--- config.mk ---
export PLATFORM = sky130hd
export DESIGN_NAME = ssp_port
export DESIGN_NICKNAME = d
export VERILOG_FILES = /design/src/rtl/ssp_port.sv
export SDC_FILE = /design/constraint.sdc
export NUM_CORES = 1
export LEC_CHECK = 0
export ABC_AREA = 1
export BUFFER_PORTS_ARGS = -buffer_cell sky130_fd_sc_hd__buf_2
export CAP_MARGIN = 30
export CORE_ASPECT_RATIO = 1.4
export CORE_MARGIN = 4
export CORE_UTILIZATION = 35
export CTS_BUF_LIST = sky130_fd_sc_hd__clkbuf_16
export CTS_CLUSTER_DIAMETER = 40
export DETAILED_ROUTE_END_ITERATION = 10
export PLACE_DENSITY = 0.5
export SYNTH_ARGS = -nofsm -noshare
export SYNTH_HDL_FRONTEND = slang
export SYNTH_SLANG_ARGS = --single-unit
--- constraint.sdc ---
create_clock -name clk -period 2.5 [get_ports clk]
set_input_delay 0.125 -clock clk [delete_from_list [all_inputs] [get_ports clk]]
set_output_delay 0.125 -clock clk [all_outputs]
set_load 0.01 [all_outputs]
--- src/rtl/ssp_port.sv ---
module ssp_port #(
  parameter int BUS_W = 16,
  parameter int SCR_W = 8,
  parameter int PSC_W = 8
) (
  input  logic             clk,
  input  logic             rst_n,
  input  logic             wr_en,
  input  logic [1:0]       addr,
  input  logic [BUS_W-1:0] wdata,
  output logic [BUS_W-1:0] rdata,
  output logic             busy,
  output logic             rx_valid,
  output logic [15:0]      rx_data,
  output logic             sclk_o,
  output logic             fss_n_o,
  output logic             tx_o,
  output logic             tx_oe,
  input  logic             sclk_i,
  input  logic             fss_n_i,
  input  logic             rx_i
);
  localparam int WORD_W = 16;
  localparam int CNT_W  = 5;
  localparam int HALF_W = PSC_W - 1;

  logic [3:0]        dss;
  logic [1:0]        fmt;
  logic              pol, pha;
  logic [SCR_W-1:0]  scr;
  logic              en, slv, odis;
  logic [PSC_W-1:0]  psc;

  logic [WORD_W-1:0] txsh, rxsh, rx_word;
  logic              busy_q, rxv_q, sclk_q;
  logic [CNT_W-1:0]  ecnt;
  logic [HALF_W-1:0] pcnt;
  logic [SCR_W-1:0]  scnt;
  logic [2:0]        sck_s, fss_s;
  logic [1:0]        rx_s;

  logic wr0, wr1, wr2, wr3;
  logic m_run, s_run, tick, medge, sedge, bit_edge;
  logic lead, smp, shf, rbit, at_end, done, start_m, start_s, fss_fall;
  logic [WORD_W-1:0] rx_nx;

  assign wr0 = wr_en && addr == 2'd0;
  assign wr1 = wr_en && addr == 2'd1;
  assign wr2 = wr_en && addr == 2'd2;
  assign wr3 = wr_en && addr == 2'd3;

  assign m_run    = en && !slv && busy_q;
  assign s_run    = en && slv && busy_q && !fss_s[1];
  assign tick     = m_run && (pcnt == psc[PSC_W-1:1] - HALF_W'(1));
  assign medge    = tick && (scnt == scr);
  assign sedge    = s_run && (sck_s[1] != sck_s[2]);
  assign bit_edge = medge || sedge;

  assign lead   = !ecnt[0];
  assign smp    = bit_edge && (pha ? !lead : lead);
  assign shf    = bit_edge && (pha ? (lead && ecnt != '0) : !lead);
  assign rbit   = slv ? rx_s[1] : rx_i;
  assign rx_nx  = {rxsh[WORD_W-2:0], rbit};
  assign at_end = ecnt[CNT_W-1:1] == dss;
  assign done   = bit_edge && at_end && (slv ? smp : ecnt[0]);

  assign fss_fall = fss_s[2] && !fss_s[1];
  assign start_m  = wr3 && en && !slv && !busy_q;
  assign start_s  = en && slv && !busy_q && fss_fall;

  assign busy     = busy_q;
  assign rx_valid = rxv_q;
  assign rx_data  = rx_word;
  assign sclk_o   = slv ? pol : sclk_q;
  assign fss_n_o  = !m_run;
  assign tx_o     = txsh[dss];
  assign tx_oe    = en && !(slv && odis);

  always_comb begin
    case (addr)
      2'd0:    rdata = BUS_W'({scr, pha, pol, fmt, dss});
      2'd1:    rdata = BUS_W'({odis, slv, en, 1'b0});
      2'd2:    rdata = BUS_W'(psc);
      default: rdata = BUS_W'(rx_word);
    endcase
  end

  always_ff @(posedge clk or negedge rst_n) begin
    if (!rst_n) begin
      sck_s <= '0;
      fss_s <= '1;
      rx_s  <= '0;
    end else begin
      sck_s <= {sck_s[1:0], sclk_i};
      fss_s <= {fss_s[1:0], fss_n_i};
      rx_s  <= {rx_s[0], rx_i};
    end
  end

  always_ff @(posedge clk or negedge rst_n) begin
    if (!rst_n) begin
      dss  <= 4'd7;
      fmt  <= '0;
      pol  <= 1'b0;
      pha  <= 1'b0;
      scr  <= '0;
      en   <= 1'b0;
      slv  <= 1'b0;
      odis <= 1'b0;
      psc  <= PSC_W'(2);
    end else begin
      if (wr0 && !en) begin
        dss <= (wdata[3:0] < 4'd3) ? 4'd3 : wdata[3:0];
        fmt <= wdata[5:4];
        pol <= wdata[6];
        pha <= wdata[7];
        scr <= wdata[8 +: SCR_W];
      end
      if (wr1) begin
        en <= wdata[1];
        if (!en) begin
          slv  <= wdata[2];
          odis <= wdata[3];
        end
      end
      if (wr2 && !en)
        psc <= (wdata[PSC_W-1:1] == '0) ? PSC_W'(2) : {wdata[PSC_W-1:1], 1'b0};
    end
  end

  always_ff @(posedge clk or negedge rst_n) begin
    if (!rst_n) begin
      pcnt   <= '0;
      scnt   <= '0;
      sclk_q <= 1'b0;
    end else begin
      if (!m_run || tick) pcnt <= '0;
      else                pcnt <= pcnt + HALF_W'(1);
      if (!m_run)         scnt <= '0;
      else if (tick)      scnt <= (scnt == scr) ? '0 : scnt + SCR_W'(1);
      if (!m_run)         sclk_q <= pol;
      else if (medge)     sclk_q <= !sclk_q;
    end
  end

  always_ff @(posedge clk or negedge rst_n) begin
    if (!rst_n) begin
      busy_q  <= 1'b0;
      rxv_q   <= 1'b0;
      ecnt    <= '0;
      rxsh    <= '0;
      rx_word <= '0;
    end else begin
      rxv_q <= 1'b0;
      if (!en) begin
        busy_q <= 1'b0;
      end else if (start_m || start_s) begin
        busy_q <= 1'b1;
        ecnt   <= '0;
        rxsh   <= '0;
      end else if (busy_q && slv && fss_s[1]) begin
        busy_q <= 1'b0;
      end else if (bit_edge) begin
        ecnt <= ecnt + CNT_W'(1);
        if (smp) rxsh <= rx_nx;
        if (done) begin
          busy_q  <= 1'b0;
          rxv_q   <= 1'b1;
          rx_word <= smp ? rx_nx : rxsh;
        end
      end
    end
  end

  always_ff @(posedge clk or negedge rst_n) begin
    if (!rst_n)                txsh <= '0;
    else if (wr3 && !busy_q)   txsh <= wdata[WORD_W-1:0];
    else if (shf)              txsh <= txsh << 1;
  end

  a_r4_cfg_locked: assert property (@(posedge clk) disable iff (!rst_n)
    $past(en) |-> $stable({dss, fmt, pol, pha, scr, psc, slv, odis}));

  a_r8_valid_with_end: assert property (@(posedge clk) disable iff (!rst_n)
    rxv_q |-> ($past(busy_q) && !busy_q));

  a_r7_edge_bound: assert property (@(posedge clk) disable iff (!rst_n)
    busy_q |-> (ecnt <= {dss, 1'b1}));

  a_r9_start_by_write: assert property (@(posedge clk) disable iff (!rst_n)
    ($rose(busy_q) && !slv) |-> ($past(wr_en) && $past(addr) == 2'd3));

  a_r12_disable_stops: assert property (@(posedge clk) disable iff (!rst_n)
    !en |=> !busy_q);
endmodule

Word level (Yosys, flattened, before mapping) --
Cells that the tools add are included.
Cells by class: add/subtract/negate cells 4, $lt $le $gt $ge 2, equal/unequal tests 12, multiplexer cells 35, bitwise operators 3, reduce and logical (&&, ||, !) cells 50
Operators by type and width (count):
- $mux 16 | 6
- $pmux 16 s3 | 1
- $mux 8 | 4
- $logic_and 1x1->1 | 30
- $mux 1 | 18
- $mux 5 | 3
- $add 8x1->8 const B | 1
- $eq 8x8->1 | 1
- $logic_not 1->1 | 8
- $ne 4x1->1 const B | 2
- $add 7x1->7 const B | 1
- $eq 7x7->1 | 1
- $logic_not 7->1 | 1
- $mux 7 | 1
- $sub 7x1->7 const B | 1
- $add 5x1->5 const B | 1
- $lt 4x5->1 const B | 1
- $reduce_and 5->1 | 1
- $reduce_bool 5->1 | 1
- $bmux 1 s4 | 1
- $eq 2x2->1 const B | 2
- $eq 4x4->1 | 1
- $lt 4x2->1 const B | 1
- $mux 4 | 1
- other kinds (10) | 17
Word-level totals: register bits after elaboration 106, input port bits 24

Depth between registers and ports, before layout --
Gate-level depths: netlist of run 1.
depth in word-level cells 14, depth in mapped cells 16, depth with buffers taken out 15

Worst setup path after synthesis of run 1 --
No wires, ideal clock.
path type register -> register, start point reg psc[1], end point reg rx_word[13] (netlist: rx_data[13]), setup time 0.118 ns, arrival time 2.109 ns, setup slack 0.273 ns, cell stages (with the launch flop) 16, path through dfstp_2 -> inv_2 -> ha_1 -> nand2_1 -> inv_1 -> nor2_1 -> nand2_1 -> nor2_2 -> nand3_2 -> nor2_4 -> nand3_4 -> a21oi_4 -> inv_4 -> buf_6 -> nand2_1 -> nand2_1
On the way: word-level cells in the longest chain between the ends 9, elaborated cells between the ends (all ways) 11
Ends and longest elaborated chain:
- from (decl) | RTL line 32 | logic [PSC_W-1:0] psc;
- from (signal assigned) | RTL line 127 | psc <= (wdata[PSC_W-1:1] == '0) ? PSC_W'(2) : {wdata[PSC_W-1:1], 1'b0};
- $sub 7x1->7 * | RTL line 54 | assign tick = m_run && (pcnt == psc[PSC_W-1:1] - HALF_W'(1));
- $eq 7x7->1 * | RTL line 54
- $logic_and 1x1->1 * | RTL line 54
- $logic_and 1x1->1 * | RTL line 55 | assign medge = tick && (scnt == scr);
- $logic_or 1x1->1 * | RTL line 57 | assign bit_edge = medge || sedge;
- $logic_and 1x1->1 | RTL line 60 | assign smp = bit_edge && (pha ? !lead : lead);
- $mux 1 | RTL line 65 | assign done = bit_edge && at_end && (slv ? smp : ecnt[0]);
- $logic_and 1x1->1 | RTL line 65
- $reduce_and 5->1 (no source line)
- to (signal assigned) | RTL line 169 | rx_word <= smp ? rx_nx : rxsh;
- to (decl) | RTL line 34 | logic [WORD_W-1:0] txsh, rxsh, rx_word;
Mark *: on every way between the ends. The rest lies on a longest branch, timed or not. A chain may end at the register's enable or synchronous reset.

Worst setup path in the final report of run 1 --
start point reg psc[1], end point reg rx_word[14] (netlist: rx_data[14])
Same word-level chain as after synthesis.

==> results.json, run 1 <==
{
  "route.detailed.drc": 0,
  "drive_gt1_frac": 0.191,
  "syn_nets": 706,
  "slew_violations": 0,
  "tightest_slew_ns": 0.670,
  "vias": 4665,
  "cp.required_ns": 2.75,
  "finalCritPeriodShare": 0.925,
  "outcome": "completed",
  "portBuffers": 61,
  "finalSetupViolations": 0,
  "place_congestion": 0.860,
  "die_width_microns": 114,
  "yosysWarnings": 0,
  "rsz0062_at_grt": "false",
  "grt_pass1_wl_mm": 24.4,
  "hpwl_mm": 11.4,
  "synthArstFlopShare": 1.00,
  "vias_per_cell": 4.93,
  "grt_overflow": 0,
  "finalCriticalPeriod_ns": 2.31,
  "cts_buffer_depth": 2,
  "hold_viol_final": 0,
  "crit_path_start_kind": "flop",
  "syn_to_final_growth_pct": 18.8,
  "ys_seq_elements": 105,
  "tns_ns": 0,
  "grt_pass1_vias": 4488,
  "dr.pass1.iters": 5,
  "die_h_microns": 156,
  "worstHoldPathType": "input pin to flop",
  "p_leak_nw": 3.21,
  "slew_headroom": 0.553,
  "skew_ns": 0.0127,
  "final_common_cell": "nand2_1",
  "grt_usage": 0.175,
  "syn-instance-count": 677,
  "synth.avg_cell_area_sq_um": 8.08,
  "worst-setup-path-type": "flop to flop",
  "synth_cell_types": 41,
  "design.die.area_sq_um": 17700,
  "core_area_sq_um": 15200,
  "ant_nets": 0,
  "final_cell_mix": "nand2_1, dfrtp_1, inv_1, buf_2, o21ai_0",
  "wirelength_mm": 15.4,
  "drt-initial-drc-count": 169,
  "powerDensity_nw_per_um2": 874,
  "vdd_drop_max_uv": 339,
  "grt_antenna_before_repair": 0,
  "synth_ff_type": "dfrtp_1",
  "io_pins": 62,
  "clockRootBuffer": "clkbuf_16",
  "power_mw": 5.68,
  "clk_pin_slew_ns": 0.07,
  "synth_seq_area_share": 0.482,
  "wl_per_cell_microns": 16.3,
  "nets": 778,
  "synthesis.area_sq_um": 5470,
  "insertion_delay_ns": 0.35,
  "grt_max_degree": 56,
  "critPathArrivalTime_ns": 2.56,
  "n_antenna_cell": 0,
  "cts_buffers": 9,
  "cp-end-kind": "flop",
  "htreeDepth": 3,
  "synth_edf_count": 0,
  "final_util": 0.428,
  "nFillCells": 1522,
  "rows": 53,
  "cts_tree": "done",
  "initial_core_util": 0.360,
  "cap_violations": 0,
  "critPathMaxFanout": 11,
  "clkSinkCount": 105,
  "fmax_ghz": 0.432
}
[critical path, cell delays in order (launching register included)]
cell and delay (ns):
dfstp_2 0.54, inv_2 0.07, ha_4 0.24, nand2_1 0.06, inv_1 0.04, nor2_1 0.08, nand2_1 0.06, nor2_2 0.11
nand3_2 0.10, nor2_4 0.16, nand3_4 0.13, nand2_4 0.13, buf_12 0.12, clkbuf_16 0.14, nand3_1 0.10, nand3_2 0.11
nand2_1 0.05
[Yosys cell counts, types with 2 or more instances]
cell,count,area [sq um]
nor2_1,41,154
dfstp_2,7,184
nor2_2,5,31.3
buf_4,5,37.5
o31ai_1,3,22.5
buf_6,2,22.5
o21ai_0,59,295
nand2_4,2,22.5
xnor2_1,9,78.8
dfrtp_1,98,2450
nor3_1,4,20.0
nand3_2,10,100
o21ai_1,9,45.0
nand3b_1,2,15.0
clkbuf_1,11,41.3
nand2_1,203,762
nor2_4,2,22.5
o211ai_1,3,22.5
xor2_1,12,105
a22o_1,11,96.3
inv_1,76,285
a211oi_1,2,15.0
nand3_1,45,225
o2111ai_1,4,35.0
ha_1,5,62.6
nand2_2,14,87.6
nand4_1,3,18.8
buf_2,3,15.0
a21oi_1,15,75.1
[power by group]
group	internal, mW	switching [mW]
clock network	0.769	0.648
registers	2.12	0.333
logic	0.675	1.13
total	3.57	2.11
[through the flow]
step | hold slack, ns | std cells | setup WS (ns) | area [sq um]
after floorplan | -0.171 | 677 | 0.273 | 5470
after global placement | 0.0148 | 919 | 0.116 | 6020
after detailed placement | 0.0170 | 919 | 0.0624 | 6020
after CTS | 0.0688 | 940 | 0.0527 | 6360
after global routing | 0.0655 | 946 | 0.0507 | 6500
final | 0.0632 | 946 | 0.187 | 6500
[sequential cells by signal (all words and copies together), names as in the netlist]
register,flops
rxsh,16
scnt,8
fss_s,3
pol,1
odis,1
rx_data,16
rx_valid,1
fmt,2
slv,1
scr,8
ecnt,5
busy,1
txsh,16
rx_s,2
sclk_q,1
en,1
dss,4
pha,1
pcnt,7
sck_s,3
psc,7
[layer usage]
metal,vias up,GRT usage,wire [microns]
met4,0,0.0710,320
met5,-,0,0
li1,2312,-,-
met3,19,0.0217,465
met1,2227,0.234,6940
met2,107,0.288,7650
[what timing repair did]
item                                    CTS  global route
gates resized for setup                   0            10
buffers inserted                          0             3
hold buffers                              5             0
endpoints found under the hold margin    66             0
endpoints found under the setup margin    0            47
[logic make-up after synthesis]
logic type	synth area share
flip-flops	0.482
XOR/XNOR	0.0336
AND/OR/NAND/NOR	0.271
AO/OA/AOI/OAI	0.120
multiplexers	0.00183
adder cells (fa/ha/maj)	0.0114
buffers and inverters	0.0805
[area by class of cell]
class                      instances  area [sq um]  area share
clock buffer                       9           225      0.0346
clock inverter                     7          65.1      0.0100
inverter                          78           295      0.0454
multi-input combinational        472          2450       0.378
sequential                       105          2640       0.406
tap                              192           240      0.0370
timing repair buffer              83           583      0.0897
[path summary, 6_finish.rpt]
kind / from / end / slack (ns) / depth (start not counted)
setup / recovery: psc[1] / rx_data[14] / 0.19 / 16
min in group asynchronous: rst_n / rx_data[15] / 0.18 / 2
max in group asynchronous: rst_n / psc[1] / 1.55 / 3
hold reg to reg: sck_s[0] / sck_s[1] / 0.36 / 0
setup reg to reg: psc[1] / rx_data[14] / 0.19 / 16
hold / removal: wdata[11] / scr[3] / 0.06 / 3
(Power assumes the default switching activity.)
==> inputs of run 2 (changes only) <==
==> constraint.sdc (replaced) <==
create_clock -name clk -period 2.5 [get_ports clk]
set_input_delay 0 -clock clk [delete_from_list [all_inputs] [get_ports clk]]
set_output_delay 0 -clock clk [all_outputs]
set_load 0.02 [all_outputs]
==> results.json, run 2 (synthesis gave the netlist of run 1 again) <==
{
  "die_h_microns": 156,
  "fmax_ghz": 0.429,
  "nets": 795,
  "outcome": "completed",
  "grt_pass1_wl_mm": 24.7,
  "vias_per_cell": 4.93,
  "io_pins": 62,
  "dr.pass1.iters": 5,
  "grt_pass1_vias": 4698,
  "met3_usage": 0.0248,
  "rsz0062_at_grt": "false",
  "clk_pin_slew_ns": 0.07,
  "grt_max_degree": 63,
  "tightest_slew_ns": 0.831,
  "clockRootBuffer": "clkbuf_16",
  "finalCriticalPeriod_ns": 2.33,
  "worstHoldPathType": "input pin to flop",
  "hold_start": "wdata[3]",
  "cap_violations": 0,
  "vias": 4746,
  "crit_path_start_kind": "flop",
  "portBuffers": 61,
  "dp_slack_ns": 0.0653,
  "grt_usage": 0.178,
  "final_cell_mix": "nand2_1, dfrtp_1, inv_1, buf_2, o21ai_0",
  "wirelength_mm": 15.4,
  "hold_ws_ns": 0.0254,
  "drt-initial-drc-count": 211,
  "setup_ws_ns": 0.166,
  "cts_buffers": 9,
  "htreeDepth": 3,
  "critPathArrivalTime_ns": 2.57,
  "syn_to_final_growth_pct": 22.8,
  "design.die.area_sq_um": 17700,
  "rows": 53,
  "core_area_sq_um": 15200,
  "cts_buffer_depth": 2,
  "wl_per_cell_microns": 16.0,
  "slew_headroom": 0.446,
  "cp.required_ns": 2.73,
  "r2r_cells": 15,
  "die_width_microns": 114,
  "powerDensity_nw_per_um2": 870,
  "finalCritPeriodShare": 0.933,
  "slew_violations": 0,
  "grtUsageMet1": 0.233,
  "hpwl_mm": 11.2,
  "cts_tree": "done",
  "insertion_delay_ns": 0.35,
  "vdd_drop_max_uv": 381,
  "p_leak_nw": 3.32,
  "hold_viol_final": 0,
  "cp-startpoint": "psc[1]",
  "finalSetupViolations": 0,
  "clkSinkCount": 105,
  "route.detailed.drc": 0,
  "holdPathStages": 3,
  "rr_startpoint": "psc[1]",
  "initial_core_util": 0.360,
  "power_mw": 5.85,
  "final_common_cell": "nand2_1",
  "cp-end-kind": "flop",
  "drive_gt1_frac": 0.188,
  "grt_overflow": 0,
  "ant_nets": 0,
  "critPathMaxFanout": 8,
  "top_usage_layer": "met2",
  "place_congestion": 0.836,
  "n_antenna_cell": 0,
  "met2_usage": 0.294,
  "tns_ns": 0,
  "grt_antenna_before_repair": 0,
  "skew_ns": 0.00840,
  "worst-setup-path-type": "flop to flop"
}
[run 2: cell types whose count changed in the layout (fill, tap and decap cells not counted), moves of 2 or more]
cell,before,now
nand2_4,4,2
nand2_8,1,4
buf_12,5,3
dlygate4sd3_1,5,20
clkbuf_16,11,13
[run 2: stage by stage]
| stage | std cells | util | instance area, sq um |
|---|---|---|---|
| finish | 963 | 0.443 | 6720 |
| global route | 963 | 0.443 | 6720 |
| CTS | 955 | 0.429 | 6520 |
| detailed placement | 919 | 0.396 | 6010 |
| global placement | 919 | 0.396 | 6010 |
| floorplan | 677 | - | 5470 |
[run 2: worst max-delay path, stage by stage (launching register included)]
cell	delay [ns]
dfstp_2	0.55
inv_2	0.06
ha_1	0.30
nand2_1	0.06
inv_1	0.04
nor2_1	0.07
nand2_1	0.06
nor2_2	0.10
nand3_2	0.10
nor2_4	0.16
nand3_4	0.14
nand2_8	0.13
nand2_4	0.10
nand2_8	0.12
clkbuf_16	0.15
o21ai_0	0.08
[run 2: area by class of cell]
cell class	instances	area [sq um]
Sequential cell	105	2640
Clock buffer	9	225
Multi-Input combinational cell	472	2470
Inverter	78	295
Clock inverter	7	87.6
Timing Repair Buffer	100	762
Tap cell	192	240
Fill cell	1532	8470
[run 2: metal layers]
layer  up-vias  share of wire
met5         -              0
met4         0          0.028
met3        18          0.038
met2       109           0.49
met1      2256           0.44
li1       2363              -
[run 2: path summary, 6_finish.rpt]
| kind | endpoint | slack (ns) |
|---|---|---|
| max in group asynchronous | dss[1] | 1.53 |
| setup reg to reg | txsh[10] | 0.17 |
| hold reg to reg | sck_s[1] | 0.35 |
| hold / removal | dss[3] | 0.03 |
| setup / recovery | txsh[10] | 0.17 |
| min in group asynchronous | rxsh[15] | 0.19 |
[run 2: report_power, final]
part | switching, mW | internal (mW) | total, mW
clock | 0.634 | 0.869 | 1.50
sequential | 0.312 | 2.12 | 2.43
combinational | 1.22 | 0.693 | 1.91
[run 2: repair_timing]
item,in CTS,in global routing
endpoints found under the setup margin,0,50
endpoints found under the hold margin,66,0
resized for setup,0,13
hold buffers,20,0
setup buffers,0,2
